### config.mk
export PLATFORM = sky130hd
export DESIGN_NAME = psdiv_top
export DESIGN_NICKNAME = d
export VERILOG_FILES = /design/src/rtl/psdiv_pkg.sv /design/src/rtl/psdiv_prescaler.sv /design/src/rtl/psdiv_swallow.sv /design/src/rtl/psdiv_main.sv /design/src/rtl/psdiv_top.sv
export SDC_FILE = /design/constraint.sdc
export NUM_CORES = 1
export LEC_CHECK = 0
export CAP_MARGIN = 20
export CORE_MARGIN = 2
export CORE_UTILIZATION = 60
export DETAILED_ROUTE_END_ITERATION = 7
export DONT_BUFFER_PORTS = 1
export PLACE_DENSITY = 0.79
export SLEW_MARGIN = 30
export SYNTH_ARGS = -nofsm -noshare
export SYNTH_HDL_FRONTEND = slang
export SYNTH_HIERARCHICAL = 1
export SYNTH_SLANG_ARGS = --single-unit
### constraint.sdc
create_clock -name clk -period 4.4 [get_ports clk]
set_clock_uncertainty 0.1 [all_clocks]
set_input_delay 0.66 -clock clk [delete_from_list [all_inputs] [get_ports clk]]
set_output_delay 0.66 -clock clk [all_outputs]
set_load 0.05 [all_outputs]
### src/rtl/psdiv_pkg.sv
package psdiv_pkg;

    // Prescaler modulus selection for the coming prescaler period
    typedef enum logic {
        MOD_BASE = 1'b0,   // divide by P
        MOD_WIDE = 1'b1    // divide by P+1
    } mod_sel_e;

    // Smallest main value that keeps the swallow scheme consistent
    localparam int MAIN_MIN = 5;

    // Swallow field width: one bit per binary weight below the modulus
    function automatic int swal_bits(input int presc);
        return $clog2(presc);
    endfunction

    // Main field width for the two supported variants
    function automatic int main_bits(input int presc);
        return $clog2(presc) + 5;
    endfunction

    // Width of the prescaler down-counter (must hold P)
    function automatic int pre_bits(input int presc);
        return $clog2(presc + 1);
    endfunction

endpackage

### src/rtl/psdiv_prescaler.sv
module psdiv_prescaler
    import psdiv_pkg::*;
#(
    parameter int PRESC = 64,
    parameter int PC_W  = pre_bits(PRESC)
) (
    input  logic     clk,
    input  logic     hold,
    input  mod_sel_e mod_next,
    output logic     pre_tc
);

    localparam logic [PC_W-1:0] LOAD_WIDE = PC_W'(PRESC);
    localparam logic [PC_W-1:0] LOAD_BASE = PC_W'(PRESC - 1);

    logic [PC_W-1:0] pre_cnt;

    // Terminal count ends one prescaler period
    assign pre_tc = (pre_cnt == '0);

    always_ff @(posedge clk) begin
        if (hold || pre_tc) begin
            pre_cnt <= (mod_next == MOD_WIDE) ? LOAD_WIDE : LOAD_BASE;
        end else begin
            pre_cnt <= pre_cnt - PC_W'(1);
        end
    end

endmodule

### src/rtl/psdiv_swallow.sv
module psdiv_swallow
    import psdiv_pkg::*;
#(
    parameter int SW_W = 6
) (
    input  logic            clk,
    input  logic            reload,
    input  logic            pre_tc,
    input  logic [SW_W-1:0] swal_val,
    output mod_sel_e        mod_next
);

    logic [SW_W-1:0] swal_q;
    logic [SW_W-1:0] swal_d;

    // Count down once per prescaler period until exhausted
    always_comb begin
        if (reload) begin
            swal_d = swal_val;
        end else if (pre_tc && (swal_q != '0)) begin
            swal_d = swal_q - SW_W'(1);
        end else begin
            swal_d = swal_q;
        end
        mod_next = (swal_d != '0) ? MOD_WIDE : MOD_BASE;
    end

    always_ff @(posedge clk) begin
        swal_q <= swal_d;
    end

endmodule

### src/rtl/psdiv_main.sv
module psdiv_main #(
    parameter int MN_W = 11
) (
    input  logic            clk,
    input  logic            hold,
    input  logic            pre_tc,
    input  logic [MN_W-1:0] main_val,
    output logic            cyc_end
);

    logic [MN_W-1:0] main_rem;

    // Cycle ends with the last prescaler period of the main count
    assign cyc_end = pre_tc && (main_rem == MN_W'(1));

    always_ff @(posedge clk) begin
        if (hold || cyc_end) begin
            main_rem <= main_val;
        end else if (pre_tc) begin
            main_rem <= main_rem - MN_W'(1);
        end
    end

endmodule

### src/rtl/psdiv_top.sv
module psdiv_top
    import psdiv_pkg::*;
#(
    parameter int PRESC = 64,
    parameter int SW_W  = swal_bits(PRESC),
    parameter int MN_W  = main_bits(PRESC)
) (
    input  logic            clk,
    input  logic            rst,
    input  logic            pwr_dn,
    input  logic [MN_W-1:0] main_val,
    input  logic [SW_W-1:0] swal_val,
    output logic            div_pulse
);

    localparam int PC_W = pre_bits(PRESC);

    logic     hold;
    logic     pre_tc;
    logic     cyc_end;
    logic     swal_reload;
    mod_sel_e mod_next;

    assign hold        = rst || pwr_dn;
    assign swal_reload = hold || cyc_end;

    psdiv_prescaler #(
        .PRESC (PRESC),
        .PC_W  (PC_W)
    ) u_pre (
        .clk      (clk),
        .hold     (hold),
        .mod_next (mod_next),
        .pre_tc   (pre_tc)
    );

    psdiv_swallow #(
        .SW_W (SW_W)
    ) u_swl (
        .clk      (clk),
        .reload   (swal_reload),
        .pre_tc   (pre_tc),
        .swal_val (swal_val),
        .mod_next (mod_next)
    );

    psdiv_main #(
        .MN_W (MN_W)
    ) u_main (
        .clk      (clk),
        .hold     (hold),
        .pre_tc   (pre_tc),
        .main_val (main_val),
        .cyc_end  (cyc_end)
    );

    always_ff @(posedge clk) begin
        if (hold) begin
            div_pulse <= 1'b0;
        end else begin
            div_pulse <= cyc_end;
        end
    end

endmodule

==> flow_summary.yaml, run 1 <==
synth:
  synth_edf_count: 11
  synth_common_cells: "23 x nor2_1, 17 x a21oi_1, 14 x dfxtp_1"
  synth-main-ff-cell: "dfxtp_1"
  synth.net_count: 182
  syn-cell-area_sq_um: 1490
  syn_area_per_cell_sq_um: 9.52
  synthTopCellsByArea: "edfxtp_1 22%, dfxtp_1 19%, nor2_1 5.8%, a21oi_1 5.7%, ha_1 5.1%"
  yosys.cell_types.count: 46
  ys_async_sr_fraction_pct: 0
  ys_warn_count: 6
  netlist_instances: 156
  synth_seq_cells: 25
  synth-seq-area-share_pct: 41.1
  synth_top_cell_area_share_pct: 22.2
  yosysTopAreaCell: "edfxtp_1"
  synth_most_common_cell: "nor2_1"
route:
  dr_total_vias: 1124
  routed_wl_microns: 2670
  first_pass_iters: 4
  via_per_inst: 5.98
  drtAntennaViolNets: 0
  drcViolationCount: 0
  drt_iter0_drc: 23
  routedWlPerCell_microns: 14.2
timing:
  tns_ns: 0
  finalCritPeriodShare_pct: 80.0
  period_minus_slack_ns: 3.52
  slew_headroom_pct: 61.2
  rsz0062_at_grt: "false"
  setup_viol: 0
  worstMarginPinSlew_ns: 0.574
  hold_viol: 0
  maxSlewViolCount: 0
  fmax_mhz: 284
die:
  rows: 18
  ios: 21
  start_util_pct: 61.6
  die_y_microns: 53.8
  die_x_microns: 53.8
  core_area_sq_um: 2410
  dieArea_sq_um: 2890
power_and_ir_drop:
  vdd_drop_max_v: 0.000197
  p_total_uw: 476
  p_leak_uw: 0.000578
  power-per-cell-area_nw_per_um2: 308
grt:
  grt_pass1_vias: 1068
  antenna_found_initial: 0
  grt_pass1_wl_microns: 4470
  overflow: 0
  grt_max_degree: 21
  track_usage_pct: 21.2
cts:
  htree_levels: 1
  clk_pin_slew_ns: 0.13
  cts_setup_buffers: 0
  cts_buffers: 3
  clock_latency_ns: 0.31
  cts_num_sinks: 25
  hold_buffers: 0
  root_buffer: "clkbuf_4"
  clockBufferDepth: 2
  cts_tree: "done"
  ctsResizeCount: 0
placed_design:
  gp_congestion: 0.783
  dp_hpwl_microns: 2020
  io_buffers: 0
cells_and_area:
  fill_cells: 186
  area_delta_synth_final_pct: 4.04
  nets: 185
  antennaDiodeCount: 0
  drive_above_1_share_pct: 10.8
hold_path:
  hold_class: "in -> reg"
critical_path:
  crit_required_ns: 4.55
  critPathKind: "reg -> reg"
  worst_setup_path_end_kind: "flop"
  start_kind: "flop"
  r2r_setup_slack_ns: 0.88
  cp_max_fo: 13
  arrival_ns: 3.67
run:
  drv_cap: 0
run_status:
  status: "complete, no violations"
power breakdown:
part / switching, uW / leakage (uW) / internal [uW]
logic: 46.0 / 0.000333 / 42.6
clock network: 65.8 / 0.0000177 / 34.0
registers: 22.2 / 0.000227 / 266
total: 134 / 0.000578 / 342
flip-flops by register name, summed over array words and instances, names as in the netlist:
| signal | cells |
|---|---|
| u_swl/swal_q | 6 |
| u_main/main_rem | 11 |
| div_pulse | 1 |
| u_pre/pre_cnt | 7 |
stage by stage:
step                      hold WS (ns)  std cells  util [%]  instance area (sq um)  setup slack (ns)
after floorplan                  0.346        156         -                   1490              1.18
after global placement           0.359        184      63.0                   1520              1.04
after detailed placement         0.393        184      63.0                   1520             0.916
after CTS                        0.292        188      64.1                   1550             0.877
after global routing             0.265        188      64.1                   1550             0.654
final                            0.303        188      64.1                   1550             0.880
critical path, stage by stage (launching register included):
cell and delay [ns]:
dfxtp_1 0.37, or4_4 0.55, nor2_1 0.34, and3b_1 0.25, and3_1 0.18, or3_1 0.35
nor2b_1 0.09, a221o_1 0.35, nor2_1 0.10, or4b_1 0.49, nor2b_4 0.17, a21oi_1 0.12
layout by cell type (no fill, tap or decap), types with 2 or more instances in the layout:
master    count
or3_1         2
inv_1         7
nand4b_1      2
nor2b_1       5
dfxtp_1      14
nand2_1       7
nand3_1       2
and3_1        2
xnor2_1       5
nor3_1        5
edfxtp_1     11
nor4_1        2
mux2_4        2
clkbuf_4      3
o21ai_0       3
nand2b_1      4
ha_1          6
a21oi_1      17
xor2_1        8
or4b_1        2
nor2_1       23
routing by layer:
layer	up-vias	share of wire [%]	global-route usage [%]
met4	0	0.56	9.83
li1	565	-	-
met3	2	5.2	3.61
met2	25	50	37.2
met5	-	0	0
met1	532	44	25.0
logic make-up after synthesis:
kind of cell / synth area share (%)
AO/OA/AOI/OAI: 13.1
XOR/XNOR: 7.67
adder cells (fa/ha/maj): 5.05
buffers and inverters: 2.61
flip-flops: 41.1
multiplexers: 3.45
AND/OR/NAND/NOR: 27.0
path summary, 6_finish.rpt:
kind,cells past startpoint,start,endpoint
setup / recovery,11,u_pre/pre_cnt[3]$_DFF_P_,u_pre/pre_cnt[0]$_DFF_P_
hold reg to reg,1,u_pre/pre_cnt[0]$_DFF_P_,u_pre/pre_cnt[0]$_DFF_P_
setup reg to reg,11,u_pre/pre_cnt[3]$_DFF_P_,u_pre/pre_cnt[0]$_DFF_P_
hold / removal,1,pwr_dn,div_pulse$_SDFF_PP0_
cell type report:
type | count | area (sq um) | area share, %
tap | 30 | 37.5 | 2.43
clock buffer | 3 | 22.5 | 1.46
inverter | 7 | 26.3 | 1.70
sequential | 25 | 611 | 39.5
clock inverter | 1 | 5.00 | 0.324
multi-input combinational | 121 | 836 | 54.1
timing repair buffer | 1 | 7.51 | 0.486
Power figures use the tool's default switching activity.
==> run 2: changes to the inputs <==
--- a/config.mk
+++ b/config.mk
@@ -5,6 +5,7 @@
 export SDC_FILE = /design/constraint.sdc
 export NUM_CORES = 1
 export LEC_CHECK = 0
+export ABC_AREA = 1
 export CAP_MARGIN = 20
 export CORE_MARGIN = 2
 export CORE_UTILIZATION = 60
==> constraint.sdc (replaced) <==
create_clock -name clk -period 3.5 [get_ports clk]
set_clock_uncertainty 0.1 [all_clocks]
set_input_delay 0.525 -clock clk [delete_from_list [all_inputs] [get_ports clk]]
set_output_delay 0.525 -clock clk [all_outputs]
set_load 0.05 [all_outputs]
==> run 2 against run 1 <==
Against the previous run: maximum frequency rose by 21%; combinational power increased by 120%; final cell count is 41% higher; final area up 18%; sequential power rose by 29%; total power grew 46%; critical path type unchanged; largest power group unchanged; highest routed layer unchanged.
==> flow_summary.yaml, run 2 <==
synth:
  syn_area_per_cell_sq_um: 7.70
  ys_async_sr_fraction_pct: 0
  ys_warn_count: 6
  yosys.cell_types.count: 29
  synth_most_common_cell: "nand2_1"
  synth_top_cell_area_share_pct: 18.6
  yosysTopAreaCell: "edfxtp_1"
  synth-seq-area-share_pct: 34.3
  netlist_instances: 231
  synth_edf_count: 11
  synthTopCellsByArea: "edfxtp_1 19%, dfxtp_1 16%, nand2_1 15%, nand3_1 6.2%, inv_1 5.7%"
  synth_common_cells: "69 x nand2_1, 27 x inv_1, 22 x nand3_1"
  synth-main-ff-cell: "dfxtp_1"
  syn-cell-area_sq_um: 1780
  synth.net_count: 257
  synth_seq_cells: 25
power_and_ir_drop:
  comb_power_share_pct: 28.3
  switching_share_pct: 33.7
  p_int_uw: 462
  sequentialPowerShare_pct: 53.3
  p_switching_uw: 235
  p_leak_uw: 0.000881
  p_clk_share_pct: 18.4
  vdd_drop_max_v: 0.000278
  power-per-cell-area_nw_per_um2: 382
run_status:
  status: "complete, no violations"
critical_path:
  cp_max_fo: 10
  r2r_end: "u_pre/pre_cnt[4]$_DFF_P_"
  critPathKind: "reg -> reg"
  crit_required_ns: 3.67
  crit_end: "u_pre/pre_cnt[4]$_DFF_P_"
  crit_path_cell_trace: "inv_1 -> ha_1 -> nand2_8 -> nor2_4 -> nand3_1 -> nor2_4 -> nand2_2 -> inv_1 -> inv_2 -> nand3_1 -> bufinv_8 -> or2_2 -> nand2_1 -> nand2_1 -> nor2_1 -> nand2_1 -> inv_1 -> nand2_4 -> nand2_1"
  critPathMostFrequentCell: "nand2_1"
  cp_slowest_cell: "dfxtp_1"
  cp_top_family: "simple AND/OR/NAND/NOR gates"
  cp_num_cells: 19
  arrival_ns: 3.09
  worst-path-buf-inv: 5
  r2r_setup_slack_ns: 0.59
  worst_setup_path_end_kind: "flop"
  slowest_delay_ns: 0.32
  start_kind: "flop"
  r2r-start: "u_pre/pre_cnt[0]$_DFF_P_"
  reg2regPathDepth: 19
  critPathLaunch: "u_pre/pre_cnt[0]$_DFF_P_"
grt:
  antenna_found_initial: 0
  grt_pass1_wl_microns: 5150
  grt_pass1_vias: 1244
  grt_max_degree: 17
  track_usage_pct: 19.6
  overflow: 0
cells_and_area:
  top_register: "u_main/main_rem"
  fill_cells: 248
  mostFrequentLayoutCells: "69 x nand2_1, 27 x inv_1, 22 x nand3_1"
  layout_commonest_cell: "nand2_1"
  largest_reg_flops: 11
  seqCellArea_sq_um: 611
  drive_above_1_share_pct: 21.4
  largestRegisters: "u_main/main_rem x11, u_pre/pre_cnt x7, u_swl/swal_q x6"
  multi_input_area_sq_um: 1010
  area_delta_synth_final_pct: 2.53
  nets: 261
  antennaDiodeCount: 0
die:
  rows: 19
  die_y_microns: 58.5
  ios: 21
  die_x_microns: 58.5
  dieArea_sq_um: 3420
  start_util_pct: 64.0
  core_area_sq_um: 2780
cts:
  cts_num_sinks: 25
  root_buffer: "clkbuf_4"
  cts_setup_buffers: 0
  clk_pin_slew_ns: 0.14
  hold_buffers: 0
  cts_tree: "done"
  ctsResizeCount: 0
  clock_latency_ns: 0.32
  clockBufferDepth: 2
  cts_buffers: 3
  htree_levels: 1
timing:
  tns_ns: 0
  worstMarginPinSlew_ns: 0.473
  hold_slack_ns: 0.257
  setup_viol: 0
  slew_headroom_pct: 68.4
  rsz0062_at_grt: "false"
  fmax_mhz: 343
  hold_viol: 0
  finalCritPeriodShare_pct: 83.3
  period_minus_slack_ns: 2.91
  maxSlewViolCount: 0
route:
  first_pass_iters: 4
  drt_iter0_drc: 51
  drcViolationCount: 0
  routedWlPerCell_microns: 10.8
  dr_total_vias: 1339
  via_per_inst: 5.05
  routed_wl_microns: 2860
  drtAntennaViolNets: 0
run:
  drv_cap: 0
placed_design:
  dp_hpwl_microns: 2270
  io_buffers: 0
  gp_congestion: 0.847
hold_path:
  hold_class: "in -> reg"
  min_from: "swal_val[4]"
[run 2: cell types whose count changed after synthesis, sizes merged, moves of 5 or more]
cell   previous run  this run
a21oi            17         3
nand2             7        86
nor2b             6         0
nor3              6         0
nand3             2        24
nand4             0         5
inv               7        32
[run 2: cell families (layout without fill, tap and decap cells)]
logic type / Yosys count / after routing / synth area share [%]
AOI/OAI and AO/OA: 10 / 10 / 4.01
xor gates and xnor gates: 6 / 6 / 2.95
adders and majority gates: 6 / 6 / 4.22
buffers and inverters: 34 / 37 / 8.86
DFF: 25 / 25 / 34.3
and+or+nand+nor: 150 / 150 / 45.6
[run 2: worst min path at each step]
stage                               endpoint  slack (ns)  depth (start not counted)
floorplan           u_pre/pre_cnt[6]$_DFF_P_        0.40                          4
global placement    u_pre/pre_cnt[6]$_DFF_P_        0.42                          4
CTS                  u_swl/swal_q[4]$_DFF_P_        0.25                          2
finish               u_swl/swal_q[4]$_DFF_P_        0.26                          2
global route         u_swl/swal_q[4]$_DFF_P_        0.25                          2
detailed placement  u_pre/pre_cnt[6]$_DFF_P_        0.44                          4
[run 2: area by class of cell]
| type | instances | area share [%] |
|---|---|---|
| Clock buffer | 4 | 1.44 |
| Tap cell | 31 | 2.13 |
| Inverter | 33 | 7.54 |
| Sequential cell | 25 | 33.5 |
| Multi-Input combinational cell | 172 | 55.4 |
[run 2: per-stage QoR]
stage / power, uW / utilization, % / area, sq um / cells / worst slack, ns
2_1_floorplan: 545 / - / 1780 / 231 / 0.809
3_3_place_gp: 574 / 64.6 / 1800 / 261 / 0.653
3_5_place_dp: 576 / 64.6 / 1800 / 261 / 0.597
4_1_cts: 705 / 65.6 / 1820 / 265 / 0.561
5_1_grt: 746 / 65.6 / 1820 / 265 / 0.275
6_report: 696 / 65.6 / 1820 / 265 / 0.585
[run 2: per-layer routing]
layer / vias up / GRT usage [%] / wire length [microns]
li1: 735 / - / -
met1: 581 / 27.8 / 1470
met2: 19 / 29.7 / 1230
met3: 4 / 2.42 / 98
met4: 0 / 9.63 / 57
met5: - / 0 / 0
[run 2: worst reg2reg max path, stage by stage (launching register included)]
cell      delay [ns]
dfxtp_1         0.32
inv_1           0.15
ha_1            0.28
nand2_8         0.08
nor2_4          0.28
nand3_1         0.18
nor2_4          0.15
nand2_2         0.08
inv_1           0.07
inv_2           0.05
nand3_1         0.11
bufinv_8        0.21
or2_2           0.27
nand2_1         0.08
nand2_1         0.05
nor2_1          0.10
nand2_1         0.08
inv_1           0.10
nand2_4         0.07
nand2_1         0.07
[run 2: power by group through the flow]
stage	clock (uW)	sequential [uW]	combinational (uW)
final	128	371	197
after global routing	144	376	226
after CTS	135	371	199
after detailed placement	0	378	198
after global placement	0	377	197
after floorplan	0	371	175
